--- config.mk ---
export PLATFORM = sky130hd
export DESIGN_NAME = sfcr_engine
export DESIGN_NICKNAME = d
export VERILOG_FILES = /design/src/rtl/sfcr_pkg.sv /design/src/rtl/sfcr_divider.sv /design/src/rtl/sfcr_hdr_sel.sv /design/src/rtl/sfcr_counter.sv /design/src/rtl/sfcr_engine.sv
export SDC_FILE = /design/constraint.sdc
export NUM_CORES = 1
export LEC_CHECK = 0
export ABC_AREA = 1
export BUFFER_PORTS_ARGS = -buffer_cell sky130_fd_sc_hd__buf_2
export CORE_ASPECT_RATIO = 0.6
export CORE_MARGIN = 10
export CORE_UTILIZATION = 35
export CTS_BUF_LIST = sky130_fd_sc_hd__clkbuf_16
export CTS_CLUSTER_DIAMETER = 50
export DETAILED_ROUTE_END_ITERATION = 10
export MAX_ROUTING_LAYER = met4
export PLACE_DENSITY = 0.56
export REMOVE_ABC_BUFFERS = 1
export SYNTH_ARGS = -nofsm -noshare
export SYNTH_HDL_FRONTEND = slang
export SYNTH_SLANG_ARGS = --single-unit
--- constraint.sdc ---
create_clock -name clk -period 3 [get_ports clk]
set_clock_uncertainty 0.2 [all_clocks]
set_input_delay 0.75 -clock clk [delete_from_list [all_inputs] [get_ports clk]]
set_output_delay 0.75 -clock clk [all_outputs]
set_load 0.1 [all_outputs]
--- src/rtl/sfcr_pkg.sv ---
package sfcr_pkg;
    localparam int        HDR_LEN = 8;
    localparam int        ADDR_W  = 24;
    localparam logic [7:0] RD_OP  = 8'hE8;
    localparam logic [7:0] FILL   = 8'h00;

    typedef enum logic [2:0] {
        ST_IDLE,
        ST_DIVIDE,
        ST_HDR_TX,
        ST_HDR_RX,
        ST_DAT_TX,
        ST_DAT_RX,
        ST_DAT_OUT,
        ST_DONE
    } state_t;
endpackage

--- src/rtl/sfcr_divider.sv ---
module sfcr_divider #(
    parameter int W    = 24,
    parameter int PS_W = 12
) (
    input  logic            clk,
    input  logic            rst_n,
    input  logic            start,
    input  logic [W-1:0]    dividend,
    input  logic [PS_W-1:0] divisor,
    output logic            fin,
    output logic [W-1:0]    quot,
    output logic [PS_W-1:0] rem
);
    localparam int CW = $clog2(W + 1);

    logic [W-1:0]    q_q;
    logic [PS_W-1:0] rem_q;
    logic [PS_W-1:0] dvs_q;
    logic [CW-1:0]   steps_q;
    logic            busy_q;
    logic            fin_q;
    logic [PS_W:0]   trial;
    logic            ge;

    assign trial = {rem_q, q_q[W-1]};
    assign ge    = trial >= {1'b0, dvs_q};

    always_ff @(posedge clk or negedge rst_n) begin
        if (!rst_n) begin
            q_q     <= '0;
            rem_q   <= '0;
            dvs_q   <= '0;
            steps_q <= '0;
            busy_q  <= 1'b0;
            fin_q   <= 1'b0;
        end else begin
            fin_q <= 1'b0;
            if (start) begin
                q_q     <= dividend;
                rem_q   <= '0;
                dvs_q   <= divisor;
                steps_q <= CW'(W);
                busy_q  <= 1'b1;
            end else if (busy_q) begin
                rem_q   <= PS_W'(ge ? trial - {1'b0, dvs_q} : trial);
                q_q     <= {q_q[W-2:0], ge};
                steps_q <= steps_q - 1'b1;
                if (steps_q == CW'(1)) begin
                    busy_q <= 1'b0;
                    fin_q  <= 1'b1;
                end
            end
        end
    end

    assign fin  = fin_q;
    assign quot = q_q;
    assign rem  = rem_q;


    rem_below_divisor_chk: assert property (@(posedge clk) disable iff (!rst_n)
        fin |-> (rem < dvs_q));
endmodule

--- src/rtl/sfcr_hdr_sel.sv ---
module sfcr_hdr_sel
    import sfcr_pkg::*;
(
    input  logic [ADDR_W-1:0] addr,
    input  logic [2:0]        idx,
    output logic [7:0]        hdr_byte
);
    always_comb begin
        unique case (idx)
            3'd0:    hdr_byte = RD_OP;
            3'd1:    hdr_byte = addr[23:16];
            3'd2:    hdr_byte = addr[15:8];
            3'd3:    hdr_byte = addr[7:0];
            default: hdr_byte = FILL;
        endcase
    end
endmodule

--- src/rtl/sfcr_counter.sv ---
module sfcr_counter #(
    parameter int W = 25
) (
    input  logic         clk,
    input  logic         rst_n,
    input  logic         clr,
    input  logic         inc,
    output logic [W-1:0] cnt
);
    always_ff @(posedge clk or negedge rst_n) begin
        if (!rst_n)   cnt <= '0;
        else if (clr) cnt <= '0;
        else if (inc) cnt <= cnt + 1'b1;
    end
endmodule

--- src/rtl/sfcr_engine.sv ---
module sfcr_engine
    import sfcr_pkg::*;
#(
    parameter int OFS_W = 24,
    parameter int PS_W  = 12,
    parameter int SH_W  = 4
) (
    input  logic             clk,
    input  logic             rst_n,
    input  logic             req_valid,
    output logic             req_ready,
    input  logic [OFS_W-1:0] req_ofs,
    input  logic [OFS_W-1:0] req_len,
    input  logic [PS_W-1:0]  cfg_page_size,
    input  logic [SH_W-1:0]  cfg_page_shift,
    input  logic [OFS_W:0]   cfg_dev_size,
    output logic             link_cs,
    output logic             link_tx_valid,
    input  logic             link_tx_ready,
    output logic [7:0]       link_tx_data,
    input  logic             link_rx_valid,
    input  logic [7:0]       link_rx_data,
    output logic             dout_valid,
    input  logic             dout_ready,
    output logic [7:0]       dout_data,
    output logic             done,
    output logic             done_err,
    output logic [OFS_W-1:0] done_count
);
    localparam int CNT_W = OFS_W + 1;

    state_t            state_q, state_d;
    logic [OFS_W-1:0]  len_q, left_q;
    logic [SH_W-1:0]   shift_q;
    logic              err_q, ran_q;
    logic [3:0]        hdr_idx_q;
    logic [ADDR_W-1:0] addr_q;
    logic [7:0]        data_q;
    logic              bad_req, empty_req, div_start, div_fin;
    logic [OFS_W-1:0]  div_quot;
    logic [PS_W-1:0]   div_rem;
    logic [7:0]        hdr_byte;
    logic [CNT_W-1:0]  xfer_cnt;
    logic              xfer_inc;

    assign empty_req = (req_len == '0);
    assign bad_req   = (cfg_page_size == '0) ||
                       (({1'b0, req_ofs} + {1'b0, req_len}) > cfg_dev_size);
    assign div_start = (state_q == ST_IDLE) && req_valid && !empty_req && !bad_req;
    assign xfer_inc  = link_rx_valid && ((state_q == ST_HDR_RX) || (state_q == ST_DAT_RX));

    sfcr_divider #(.W(OFS_W), .PS_W(PS_W)) u_div (
        .clk(clk), .rst_n(rst_n), .start(div_start),
        .dividend(req_ofs), .divisor(cfg_page_size),
        .fin(div_fin), .quot(div_quot), .rem(div_rem)
    );

    sfcr_hdr_sel u_hdr (
        .addr(addr_q), .idx(hdr_idx_q[2:0]), .hdr_byte(hdr_byte)
    );

    sfcr_counter #(.W(CNT_W)) u_cnt (
        .clk(clk), .rst_n(rst_n), .clr(state_q == ST_IDLE),
        .inc(xfer_inc), .cnt(xfer_cnt)
    );

    // state register
    always_ff @(posedge clk or negedge rst_n) begin
        if (!rst_n) state_q <= ST_IDLE;
        else        state_q <= state_d;
    end

    // next state
    always_comb begin
        state_d = state_q;
        unique case (state_q)
            ST_IDLE:    if (req_valid) state_d = (empty_req || bad_req) ? ST_DONE : ST_DIVIDE;
            ST_DIVIDE:  if (div_fin) state_d = ST_HDR_TX;
            ST_HDR_TX:  if (link_tx_ready) state_d = ST_HDR_RX;
            ST_HDR_RX:  if (link_rx_valid)
                            state_d = (hdr_idx_q == 4'(HDR_LEN - 1)) ? ST_DAT_TX : ST_HDR_TX;
            ST_DAT_TX:  if (link_tx_ready) state_d = ST_DAT_RX;
            ST_DAT_RX:  if (link_rx_valid) state_d = ST_DAT_OUT;
            ST_DAT_OUT: if (dout_ready) state_d = (left_q == OFS_W'(1)) ? ST_DONE : ST_DAT_TX;
            ST_DONE:    state_d = ST_IDLE;
            default:    state_d = ST_IDLE;
        endcase
    end

    // datapath registers
    always_ff @(posedge clk or negedge rst_n) begin
        if (!rst_n) begin
            len_q     <= '0;
            left_q    <= '0;
            shift_q   <= '0;
            err_q     <= 1'b0;
            ran_q     <= 1'b0;
            hdr_idx_q <= '0;
            addr_q    <= '0;
            data_q    <= '0;
        end else begin
            unique case (state_q)
                ST_IDLE: if (req_valid) begin
                    len_q     <= empty_req ? '0 : (bad_req ? '0 : req_len);
                    left_q    <= req_len;
                    shift_q   <= cfg_page_shift;
                    err_q     <= !empty_req && bad_req;
                    ran_q     <= div_start;
                    hdr_idx_q <= '0;
                end
                ST_DIVIDE: if (div_fin)
                    addr_q <= ADDR_W'((ADDR_W'(div_quot) << shift_q) + ADDR_W'(div_rem));
                ST_HDR_RX: if (link_rx_valid) hdr_idx_q <= hdr_idx_q + 1'b1;
                ST_DAT_RX: if (link_rx_valid) data_q <= link_rx_data;
                ST_DAT_OUT: if (dout_ready) left_q <= left_q - 1'b1;
                default: ;
            endcase
        end
    end

    // outputs
    always_comb begin
        req_ready     = (state_q == ST_IDLE);
        link_cs       = 1'b0;
        link_tx_valid = 1'b0;
        link_tx_data  = FILL;
        dout_valid    = 1'b0;
        done          = 1'b0;
        done_err      = 1'b0;
        done_count    = '0;
        unique case (state_q)
            ST_HDR_TX: begin
                link_cs       = 1'b1;
                link_tx_valid = 1'b1;
                link_tx_data  = hdr_byte;
            end
            ST_HDR_RX, ST_DAT_RX: link_cs = 1'b1;
            ST_DAT_TX: begin
                link_cs       = 1'b1;
                link_tx_valid = 1'b1;
            end
            ST_DAT_OUT: begin
                link_cs    = 1'b1;
                dout_valid = 1'b1;
            end
            ST_DONE: begin
                done       = 1'b1;
                done_err   = err_q;
                done_count = ran_q ? OFS_W'(xfer_cnt - CNT_W'(HDR_LEN)) : '0;
            end
            default: ;
        endcase
    end
    assign dout_data = data_q;


    no_echo_forward_chk: assert property (@(posedge clk) disable iff (!rst_n)
        dout_valid |-> (hdr_idx_q == 4'(HDR_LEN)));

    cs_drop_at_done_chk: assert property (@(posedge clk) disable iff (!rst_n)
        $fell(link_cs) |-> done);

    count_matches_len_chk: assert property (@(posedge clk) disable iff (!rst_n)
        (done && !done_err) |-> (done_count == len_q));

    tx_hold_chk: assert property (@(posedge clk) disable iff (!rst_n)
        (link_tx_valid && !link_tx_ready) |=> (link_tx_valid && $stable(link_tx_data)));

    dout_hold_chk: assert property (@(posedge clk) disable iff (!rst_n)
        (dout_valid && !dout_ready) |=> (dout_valid && $stable(dout_data)));

    reject_no_link_chk: assert property (@(posedge clk) disable iff (!rst_n)
        (done && done_err) |-> $past(req_ready));
endmodule

==> flow_metrics.py <==
metrics = {
    "outcome": {
        "status": "finished, violations left",
        "violations": "negative setup slack",
    },
    "critical_path": {
        "end_kind": "flop",
        "crit_fanout": 6,
        "required_ns": 3.19,
        "cp_data_arrival_time_ns": 4.02,
        "path_class": "input pin to flop",
        "cp-start-kind": "input pin",
        "crit_path_top_delay_cell": "ha_1",
        "cpPeakStageDelay_ns": 0.27,
    },
    "synthesis": {
        "syn_area_per_cell_um2": 6.72,
        "seq_area_frac_synth_pct": 29.6,
        "synth_edf_count": 0,
        "synth.distinct_cells": 50,
        "syn-instance-count": 1861,
        "netlist_area_mm2": 0.0125,
        "async_reset_ff_share_pct": 100,
        "synth-seq-cells": 148,
        "ys_warn_count": 0,
        "ys.flop_type": "dfrtp_1",
    },
    "finish": {
        "fin_nets": 2439,
        "layout-drive-gt1-share_pct": 36.9,
        "final_cell_mix": "nand2_1 (356), buf_4 (237), inv_1 (203)",
        "area_delta_synth_final_pct": 51.6,
        "final_common_cell": "nand2_1",
        "final_cells": 2729,
        "fin_area_mm2": 0.0190,
    },
    "floorplanning": {
        "die_w_um": 264,
        "coreArea_mm2": 0.0351,
        "ios": 149,
        "chipHeight_um": 166,
        "start_util_pct": 35.6,
        "num_rows": 53,
        "die_area_mm2": 0.0439,
    },
    "clock_network": {
        "cts_tree": "yes",
        "cts.htree.levels": 4,
        "cts-root-buf": "clkbuf_16",
        "cts.sinks": 148,
        "clk_path_buf_depth": 2,
        "cts_buffers": 17,
        "clock_insertion_delay_worst_skew_ns": 0.45,
        "postCtsHoldBufs": 0,
        "path_clk_slew_ns": 0.07,
    },
    "routing": {
        "ant_nets": 0,
        "via_per_inst": 5.27,
        "drc": 0,
        "wl_mm": 49.3,
        "first_pass_iters": 5,
        "route.vias.total": 14400,
        "wire_per_inst_um": 18.1,
        "drtIter0Drc": 1221,
    },
    "global_route": {
        "antenna_found_initial": 2,
        "grt_usage_pct": 21.8,
        "gr-total-overflow": 0,
        "grt_max_degree": 46,
        "grt_pass1_vias": 13700,
        "grt_pass1_wl_mm": 75.7,
    },
    "sta": {
        "finalMaxSlewViolations": 0,
        "setup_viol": 77,
        "finalHoldViolations": 0,
        "slew_headroom_pct": 65.8,
        "setup_tns_ns": -47.18,
        "finalWorstSetupSlack_ns": -0.831,
        "fin_crit_sh_pct": 128,
        "worst_pin_slew_ns": 0.517,
        "period_needed_ns": 3.83,
        "rsz0062_at_grt": "true",
        "fmax_ghz": 0.261,
    },
    "placed_design": {
        "hpwlAfterDp_mm": 37.0,
        "dp_cells": 2636,
        "postPlaceCellArea_mm2": 0.0158,
        "gp_congestion": 0.948,
        "io_buffer_count": 148,
        "place_ws_ns": -1.68,
    },
    "worst_hold_path": {
        "hold_path.class": "input pin to asynchronous set/reset pin",
    },
    "job": {
        "cap_violations": 0,
    },
    "pwr": {
        "power_density_mw_per_mm2": 1030,
        "ir_drop_uv": 657,
        "power.leakage_nw": 9.11,
    },
}
==> layer usage <==
layer  share of wire, %  GRT usage [%]  wire length [um]  up-vias
met4               0.83           3.86               408        0
met3                7.3           5.13              3590       31
met5                  0              -                 0        -
met2                 41           29.0             20400      447
met1                 51           32.5             24900     6908
li1                   -              -                 -     7007
==> through the flow <==
step	hold slack, ns	util (%)	total power, W
floorplan	0.249	-	0.0107
global placement	0.267	44.8	0.0148
detailed placement	0.269	44.8	0.0149
CTS	0.0397	50.7	0.0181
global route	0.0601	53.9	0.0210
finish	0.0324	53.9	0.0195
==> critical path, delay by kind of cell <==
| kind | cells | cell delay [ns] |
|---|---|---|
| buffers and inverters | 8 | 1.09 |
| AND/OR/NAND/NOR | 10 | 0.88 |
| AO/OA/AOI/OAI | 4 | 0.61 |
| adder cells (fa/ha/maj) | 2 | 0.49 |
| XOR/XNOR | 1 | 0.20 |
==> synth_stat cells, types with 15 or more instances <==
library cell	number	share of area, %
clkbuf_1	33	0.99
nand3_1	254	10
nand2_1	415	12
nand4_1	31	1.6
dfrtp_1	148	30
xor2_1	32	2.2
nor4_1	15	0.75
nor2_1	154	4.6
xnor2_1	24	1.7
o21ai_0	144	5.8
a21oi_1	130	5.2
inv_1	223	6.7
buf_2	17	0.68
ha_1	85	8.5
nor3_1	35	1.4
==> cell type report <==
class | instances | area (um2)
Timing Repair inverter | 2 | 15.0
Clock inverter | 14 | 116
Tap cell | 467 | 584
Sequential cell | 148 | 3710
Inverter | 231 | 895
Fill cell | 3304 | 16200
Timing Repair Buffer | 428 | 3690
Multi-Input combinational cell | 1420 | 9500
Clock buffer | 17 | 425
Antenna cell | 2 | 5.00
==> sequential cells by signal, summed over array words and instances (netlist names) <==
signal	flops
u_div.fin	1
addr_q	24
ran_q	1
u_div.steps_q	5
hdr_idx_q	4
u_div.rem	12
shift_q	4
left_q	24
u_div.busy_q	1
dout_data	8
u_div.quot	24
u_div.dvs_q	12
err_q	1
u_cnt.cnt	24
state_q	3
==> where the power goes <==
| part | leakage (nW) | internal (W) | switching (W) | total, W |
|---|---|---|---|---|
| Clock | 0.260 | 0.00113 | 0.000919 | 0.00205 |
| Sequential | 1.87 | 0.00278 | 0.000767 | 0.00355 |
| Combinational | 6.98 | 0.00538 | 0.00850 | 0.0139 |
| Total | 9.11 | 0.00929 | 0.0102 | 0.0195 |
==> kinds of logic (layout without fill, tap and decap cells) <==
kind of cell | Yosys count | after routing | synth area share (%)
and+or+nand+nor | 939 | 940 | 33.2
AOI/OAI and AO/OA | 328 | 328 | 14.2
buffers and inverters | 294 | 692 | 9.39
DFF | 148 | 148 | 29.6
adders and majority gates | 88 | 88 | 8.99
xor gates and xnor gates | 56 | 56 | 3.92
muxes | 8 | 8 | 0.720
other | 0 | 2 | 0
==> path summary, 6_finish.rpt <==
kind	from	to	slack [ns]	cells past startpoint
worst max-delay path	req_ofs[1]	u_div.quot[22]	-0.83	25
worst min-delay path	rst_n	u_div.dvs_q[2]	0.03	1
worst max register to register	shift_q[0]	addr_q[17]	-0.05	17
worst min register to register	left_q[3]	left_q[3]	0.29	2
max in group asynchronous	rst_n	u_div.rem[10]	1.91	2
min in group clk	left_q[3]	left_q[3]	0.29	2
==> repair_timing <==
item,CTS,global route
endpoints found under the hold margin,0,0
gates resized for setup,291,233
pin swaps,89,104
setup endpoints to repair,104,105
cloned,7,4
buffers inserted,30,33
Power figures use the tool's default switching activity.
